### src/rtl/tmr_pkg.sv
package tmr_pkg;

  typedef enum logic [2:0] {
    A_VAL0 = 3'd0,
    A_VAL1 = 3'd1,
    A_CTL0 = 3'd2,
    A_CTL1 = 3'd3,
    A_STAT = 3'd4,
    A_PRE  = 3'd5,
    A_TB0  = 3'd6,
    A_TB1  = 3'd7
  } reg_addr_e;

  typedef enum logic [1:0] {
    ACT_NONE   = 2'd0,
    ACT_HIGH   = 2'd1,
    ACT_LOW    = 2'd2,
    ACT_TOGGLE = 2'd3
  } pin_act_e;

  // Field order matches the control register layout, arm in bit 0.
  typedef struct packed {
    logic [1:0] code;
    logic       sel;
    logic       capture;
    logic       arm;
  } unit_ctl_t;

  function automatic logic apply_act(input logic cur, input pin_act_e a);
    case (a)
      ACT_HIGH:   return 1'b1;
      ACT_LOW:    return 1'b0;
      ACT_TOGGLE: return ~cur;
      default:    return cur;
    endcase
  endfunction

endpackage

### src/rtl/tmr_timebase.sv
module tmr_timebase #(
  parameter int CNT_W = 24,
  parameter int PRE_W = 4
) (
  input  logic             clk,
  input  logic             rst_n,
  input  logic [PRE_W-1:0] pre,
  output logic [CNT_W-1:0] count
);
  localparam int DIV_W = PRE_W + 1;

  logic [DIV_W-1:0] div_q;
  logic [DIV_W-1:0] div_lim;
  logic             tick;

  // Period 2*(pre+1): the divider runs 0 .. 2*pre+1.
  assign div_lim = {pre, 1'b1};
  assign tick    = (div_q >= div_lim);

  always_ff @(posedge clk or negedge rst_n) begin
    if (!rst_n) begin
      div_q <= '0;
      count <= '0;
    end else if (tick) begin
      div_q <= '0;
      count <= count + 1'b1;
    end else begin
      div_q <= div_q + 1'b1;
    end
  end

  p_step_one_r2: assert property (@(posedge clk) disable iff (!rst_n)
    (count != $past(count)) |-> (count == $past(count) + 1'b1));

  p_min_period_r2: assert property (@(posedge clk) disable iff (!rst_n)
    (count != $past(count)) |=> $stable(count));

endmodule

### src/rtl/tmr_edge_sync.sv
module tmr_edge_sync #(
  parameter int STAGES = 2
) (
  input  logic clk,
  input  logic rst_n,
  input  logic din,
  output logic rise,
  output logic fall
);
  // STAGES synchronizer flops plus one history flop.
  logic [STAGES:0] sh_q;

  always_ff @(posedge clk or negedge rst_n) begin
    if (!rst_n) sh_q <= '0;
    else        sh_q <= {sh_q[STAGES-1:0], din};
  end

  assign rise =  sh_q[STAGES-1] & ~sh_q[STAGES];
  assign fall = ~sh_q[STAGES-1] &  sh_q[STAGES];

endmodule

### src/rtl/tmr_action_unit.sv
module tmr_action_unit
  import tmr_pkg::*;
#(
  parameter int TB_W = 24
) (
  input  logic                 clk,
  input  logic                 rst_n,
  input  logic [1:0][TB_W-1:0] tbs,
  input  logic                 ctl_we,
  input  unit_ctl_t            ctl_wd,
  input  logic                 val_we,
  input  logic [TB_W-1:0]      val_wd,
  input  logic                 edge_rise,
  input  logic                 edge_fall,
  output logic                 fire,
  output pin_act_e             act,
  output logic [TB_W-1:0]      value,
  output unit_ctl_t            ctl_rd
);
  unit_ctl_t       ctl_q;
  logic [TB_W-1:0] val_q;
  logic [TB_W-1:0] tb_now;
  logic            hit_cmp;
  logic            hit_cap;

  assign tb_now  = tbs[ctl_q.sel];
  assign hit_cmp = !ctl_q.capture && (tb_now == val_q);
  assign hit_cap =  ctl_q.capture &&
                    ((ctl_q.code[0] && edge_rise) || (ctl_q.code[1] && edge_fall));
  assign fire    = ctl_q.arm && (hit_cmp || hit_cap);
  assign act     = (fire && !ctl_q.capture) ? pin_act_e'(ctl_q.code) : ACT_NONE;
  assign value   = val_q;
  assign ctl_rd  = ctl_q;

  always_ff @(posedge clk or negedge rst_n) begin
    if (!rst_n)      ctl_q <= '0;
    else if (ctl_we) ctl_q <= ctl_wd;
    else if (fire)   ctl_q.arm <= 1'b0;
  end

  always_ff @(posedge clk or negedge rst_n) begin
    if (!rst_n)                       val_q <= '0;
    else if (val_we)                  val_q <= val_wd;
    else if (fire && ctl_q.capture)   val_q <= tb_now;
  end

  p_disarm_after_fire_r7: assert property (@(posedge clk) disable iff (!rst_n)
    (fire && !ctl_we) |=> !ctl_rd.arm);

  p_capture_value_r6: assert property (@(posedge clk) disable iff (!rst_n)
    (fire && ctl_q.capture && !val_we) |=> (value == $past(tb_now)));

  p_value_hold_r7: assert property (@(posedge clk) disable iff (!rst_n)
    (!fire && !val_we) |=> $stable(value));

endmodule

### src/rtl/tmr_dual_channel.sv
module tmr_dual_channel
  import tmr_pkg::*;
#(
  parameter int TB_W        = 24,
  parameter int PRE_W       = 4,
  parameter int SYNC_STAGES = 2
) (
  input  logic            clk,
  input  logic            rst_n,
  input  logic            reg_wr,
  input  logic [2:0]      reg_addr,
  input  logic [TB_W-1:0] reg_wdata,
  output logic [TB_W-1:0] reg_rdata,
  input  logic            pin_in,
  output logic            pin_out,
  output logic            srq_out
);
  localparam int NUNITS = 2;
  localparam int NTB    = 2;
  localparam int CTL_W  = $bits(unit_ctl_t);
  localparam int STAT_W = NUNITS + 3;

  reg_addr_e addr;
  assign addr = reg_addr_e'(reg_addr);

  // ---------------- timebases ----------------
  logic [NTB*PRE_W-1:0]    pre_q;
  logic [1:0][TB_W-1:0]    tbs;

  always_ff @(posedge clk or negedge rst_n) begin
    if (!rst_n)                        pre_q <= '0;
    else if (reg_wr && addr == A_PRE)  pre_q <= reg_wdata[NTB*PRE_W-1:0];
  end

  for (genvar t = 0; t < NTB; t++) begin : g_tb
    tmr_timebase #(.CNT_W(TB_W), .PRE_W(PRE_W)) u_tb (
      .clk   (clk),
      .rst_n (rst_n),
      .pre   (pre_q[t*PRE_W +: PRE_W]),
      .count (tbs[t])
    );
  end

  // ---------------- input edge detect ----------------
  logic edge_rise, edge_fall;

  tmr_edge_sync #(.STAGES(SYNC_STAGES)) u_sync (
    .clk   (clk),
    .rst_n (rst_n),
    .din   (pin_in),
    .rise  (edge_rise),
    .fall  (edge_fall)
  );

  // ---------------- action units ----------------
  logic [NUNITS-1:0] fire;
  pin_act_e          unit_act [NUNITS];
  logic [TB_W-1:0]   unit_val [NUNITS];
  unit_ctl_t         unit_ctl [NUNITS];

  for (genvar u = 0; u < NUNITS; u++) begin : g_unit
    logic ctl_we, val_we;
    assign val_we = reg_wr && (reg_addr == 3'(int'(A_VAL0) + u));
    assign ctl_we = reg_wr && (reg_addr == 3'(int'(A_CTL0) + u));

    tmr_action_unit #(.TB_W(TB_W)) u_act (
      .clk       (clk),
      .rst_n     (rst_n),
      .tbs       (tbs),
      .ctl_we    (ctl_we),
      .ctl_wd    (unit_ctl_t'(reg_wdata[CTL_W-1:0])),
      .val_we    (val_we),
      .val_wd    (reg_wdata),
      .edge_rise (edge_rise),
      .edge_fall (edge_fall),
      .fire      (fire[u]),
      .act       (unit_act[u]),
      .value     (unit_val[u]),
      .ctl_rd    (unit_ctl[u])
    );
  end

  // ---------------- pin logic ----------------
  logic pin_q, pin_d, force_we;

  assign force_we = reg_wr && (addr == A_TB0);

  always_comb begin
    pin_d = pin_q;
    for (int u = 0; u < NUNITS; u++) pin_d = apply_act(pin_d, unit_act[u]);
    if (force_we) pin_d = apply_act(pin_d, pin_act_e'(reg_wdata[1:0]));
  end

  always_ff @(posedge clk or negedge rst_n) begin
    if (!rst_n) pin_q <= 1'b0;
    else        pin_q <= pin_d;
  end

  assign pin_out = pin_q;

  // ---------------- status / service request ----------------
  logic [NUNITS-1:0] ev_q;
  logic              srq_q, ovr_q;
  logic              stat_we, any_fire, srq_keep;

  assign stat_we  = reg_wr && (addr == A_STAT);
  assign any_fire = |fire;
  assign srq_keep = srq_q && !(stat_we && reg_wdata[NUNITS]);

  always_ff @(posedge clk or negedge rst_n) begin
    if (!rst_n) begin
      ev_q  <= '0;
      srq_q <= 1'b0;
      ovr_q <= 1'b0;
    end else begin
      ev_q  <= (ev_q & ~(stat_we ? reg_wdata[NUNITS-1:0] : '0)) | fire;
      srq_q <= srq_keep || any_fire;
      ovr_q <= (ovr_q && !(stat_we && reg_wdata[NUNITS+1])) || (any_fire && srq_keep);
    end
  end

  assign srq_out = srq_q;

  // ---------------- read mux ----------------
  always_comb begin
    case (addr)
      A_VAL0:  reg_rdata = unit_val[0];
      A_VAL1:  reg_rdata = unit_val[1];
      A_CTL0:  reg_rdata = {{(TB_W-CTL_W){1'b0}}, unit_ctl[0]};
      A_CTL1:  reg_rdata = {{(TB_W-CTL_W){1'b0}}, unit_ctl[1]};
      A_STAT:  reg_rdata = {{(TB_W-STAT_W){1'b0}}, pin_q, ovr_q, srq_q, ev_q};
      A_PRE:   reg_rdata = {{(TB_W-NTB*PRE_W){1'b0}}, pre_q};
      A_TB0:   reg_rdata = tbs[0];
      default: reg_rdata = tbs[1];
    endcase
  end

  // ---------------- assertions ----------------
  p_srq_sticky_r8: assert property (@(posedge clk) disable iff (!rst_n)
    (srq_out && !(stat_we && reg_wdata[NUNITS])) |=> srq_out);

  p_ovr_needs_srq_r8: assert property (@(posedge clk) disable iff (!rst_n)
    $rose(ovr_q) |-> $past(srq_out));

  p_pin_quiet_r9: assert property (@(posedge clk) disable iff (!rst_n)
    (!any_fire && !force_we) |=> $stable(pin_out));

  p_force_high_r9: assert property (@(posedge clk) disable iff (!rst_n)
    (force_we && reg_wdata[1:0] == 2'd1) |=> pin_out);

  p_event_sets_srq_r8: assert property (@(posedge clk) disable iff (!rst_n)
    any_fire |=> srq_out);

endmodule

### config.mk
export PLATFORM = sky130hd
export DESIGN_NAME = tmr_dual_channel
export DESIGN_NICKNAME = d
export VERILOG_FILES = /design/src/rtl/tmr_pkg.sv /design/src/rtl/tmr_timebase.sv /design/src/rtl/tmr_edge_sync.sv /design/src/rtl/tmr_action_unit.sv /design/src/rtl/tmr_dual_channel.sv
export SDC_FILE = /design/constraint.sdc
export NUM_CORES = 1
export LEC_CHECK = 0
export BUFFER_PORTS_ARGS = -buffer_cell sky130_fd_sc_hd__clkbuf_2
export CAP_MARGIN = 20
export CORE_UTILIZATION = 46
export CTS_CLUSTER_DIAMETER = 120
export CTS_CLUSTER_SIZE = 28
export DETAILED_ROUTE_END_ITERATION = 8
export SYNTH_ARGS = -nofsm -noshare
export SYNTH_HDL_FRONTEND = slang
export SYNTH_SLANG_ARGS = --single-unit
### constraint.sdc
create_clock -name clk -period 4.9 [get_ports clk]
set_clock_uncertainty 0.1 [all_clocks]
set_input_delay 0.245 -clock clk [delete_from_list [all_inputs] [get_ports clk]]
set_output_delay 0.245 -clock clk [all_outputs]
set_load 0.03 [all_outputs]
==> flow_summary.yaml <==
run_status:
  status: "complete, no violations"
route:
  dr.first_iter.drc_count: 508
  num_vias: 6483
  remaining_drc_errors: 0
  detail_route.first_pass.iterations: 5
  vias_per_cell: 5.763
  wl_per_cell_um: 19.67
  ant_nets: 0
  wl_um: 22130
die:
  core-area_um2: 16640
  start_util_pct: 47.28
  die_w_um: 132.8
  fp-row-count: 47
  num_io_pins: 57
  die_y_um: 132.8
  die_area_um2: 17630
yosys:
  yosysTopAreaCell: "dfrtp_1"
  yosys_warnings: 0
  avgSynthCellArea_um2: 9.401
  synth_cell_type_count: 45
  async_flop_share_pct: 100.0
  synth_most_common_cell: "dfrtp_1"
  synth_cells: 837
  synth_seq_area_share_pct: 41.98
  synth_top_area_share_pct: 41.98
  netlist_area_um2: 7869
  syn-num-nets: 880
  yosys-top-cells-area: "dfrtp_1 (42%), mux2i_1 (11%), xnor2_1 (9.5%), nand2_1 (4.5%), o21ai_0 (3.9%)"
  synth_edf_count: 0
  synthFlopType: "dfrtp_1"
  synthTopCellsByCount: "dfrtp_1 (132), nand2_1 (94), mux2i_1 (86), xnor2_1 (85), nor2_1 (73)"
  ys_seq_elements: 132
critical_path:
  cp_cell_sequence: "buf_4, mux2i_1, xnor2_1, nor4_1, nand3_1, o41a_1, a31oi_4, mux2i_1, o2bb2ai_1"
  worstPathRequired_ps: 5110
  reg2reg_depth: 9
  path_max_fanout: 26
  start_kind: "register"
  critPathLaunch: "g_unit[0].u_act.ctl_rd[2]"
  crit_type: "reg2reg"
  end_kind: "register"
  rr_startpoint: "g_unit[0].u_act.ctl_rd[2]"
  critPathMostFrequentCell: "mux2i_1"
  cp.arrival_ps: 3240
  slowest_delay_ps: 420
  slowest_stage: "buf_4"
cells_and_area:
  instances_no_fill: 1125
  n_fill_cell: 1517
  final_area_um2: 9071
  antennaDiodeCount: 0
  area_growth_pct: 15.28
  multi_input_area_um2: 4305
  layout.nets: 935
  drive_gt1_share_pct: 13.48
  seqCellArea_um2: 3303
  post-route-util_pct: 54.51
timing:
  fin_setup_tns_ps: 0
  fmax_mhz: 331.0
  drv_slew: 0
  period_share_pct: 61.65
  fin_ws_ps: 1879
  setup-violations-final: 0
  report.final.hold_viol_count: 0
  rsz0062_at_grt: "no"
  relSlewSlack_pct: 30.61
  hold_ws_ps: 33.10
  worst_pin_slew_ps: 1038
  fin_crit_ps: 3021
global_route:
  grt_first_pass_wirelength_um: 35380
  grt_max_degree: 85
  grt_overflow: 0
  grt_usage_pct: 26.48
  grt_pass1_vias: 6406
  antenna_found_initial: 0
place:
  port_buffers: 56
  place_worst_setup_slack_ps: 1969
  gp_congestion: 0.8969
  placed_area_um2: 8290
  dpl.cell_count: 1073
  dp_hpwl_um: 15580
min_path:
  hold_depth: 3
  min_from: "reg_wdata[0]"
  hp-class: "in2reg"
clocking:
  clk_latency_ps: 430
  path_clk_slew_ps: 60
  cts_tree: "done"
  post-cts-setup-buffers: 0
  cts_made_buffers: 17
  hold_buffers: 20
  max-clock-path-buffers: 2
  cts_resized: 0
  root_buffer: "clkbuf_16"
  clock-sinks: 132
  htree_levels: 4
pwr:
  total_power_mw: 4.321
  power_leakage_nw: 3.957
  cellPowerDensity_nw_per_um2: 476.3
  peakVddDrop_mv: 0.2876
run:
  drv_cap: 0
## cell families (layout without fill, tap and decap cells)
family | count (synthesis) | count (layout) | synth area share, %
and+or+nand+nor | 254 | 254 | 14.69
AOI/OAI and AO/OA | 164 | 164 | 11.93
DFF | 132 | 132 | 41.98
muxes | 111 | 111 | 14.90
xor gates and xnor gates | 100 | 100 | 11.13
buffers and inverters | 64 | 132 | 3.466
adders and majority gates | 12 | 12 | 1.908
## placed cells by master, fill, tap and decap left out, drive strengths merged, types with 3 or more instances in the layout
cell type / n
dfrtp: 132
nand2: 94
mux2i: 89
xnor2: 85
clkbuf: 75
nor2: 73
o21ai: 61
a21oi: 53
o22ai: 24
nand3: 23
mux2: 20
dlygate4sd3: 20
inv: 16
xor2: 15
nand4: 13
nor4: 12
ha: 12
and3: 11
a21o: 10
buf: 10
nor3: 7
nand3b: 5
clkinv: 5
a22oi: 4
clkinvlp: 4
a31oi: 4
nor2b: 3
nand2b: 3
and4: 3
## where the power goes
part / internal, mW / total [mW] / leakage [nW] / switching, mW
Sequential: 1.36 / 1.73 / 1.70 / 0.362
Clock: 0.763 / 1.27 / 0.269 / 0.502
Combinational: 0.591 / 1.33 / 1.99 / 0.738
## routing by layer
| layer | up-vias | global-route usage [%] | part of all wire, % | wire (um) |
|---|---|---|---|---|
| li1 | 3040 | - | - | - |
| met1 | 3212 | 36.67 | 47 | 10330 |
| met2 | 201 | 41.51 | 46 | 10160 |
| met3 | 30 | 5.326 | 5.7 | 1257 |
| met4 | 0 | 8.621 | 1.7 | 383 |
| met5 | - | 0 | 0 | 0 |
## final timing paths
kind	endpoint	slack, ps
max	pin_out	1880
min	g_unit[1].u_act.value[0]	30
max reg2reg	pin_out	1880
min reg2reg	u_sync.sh_q[1]	250
max in group asynchronous	g_tb[0].u_tb.count[23]	3180
min in group asynchronous	g_tb[1].u_tb.count[0]	350
## registers in the layout (all words and copies together), names as in the netlist
name	flops
g_tb.u_tb.count	48
g_unit.u_act.value	48
g_tb.u_tb.div_q	10
g_unit.u_act.ctl_rd	10
pre_q	8
u_sync.sh_q	3
ev_q	2
ovr_q	1
pin_out	1
srq_out	1
## final cells by class
cell class / count / share of cell area (%)
Multi-Input combinational cell: 641 / 47.46
Sequential cell: 132 / 36.41
Timing Repair Buffer: 84 / 6.028
Clock buffer: 21 / 4.966
Tap cell: 220 / 3.034
Clock inverter: 11 / 1.434
Inverter: 16 / 0.6621
## worst max-delay path: cells and delay by family, from the launching register on
family / cells / cell delay [ps]
compound gates: 3 / 690
xor+xnor: 1 / 220
buf+inv: 1 / 420
flops: 1 / 320
mux: 2 / 560
simple gates: 2 / 600
Power figures use the tool's default switching activity.
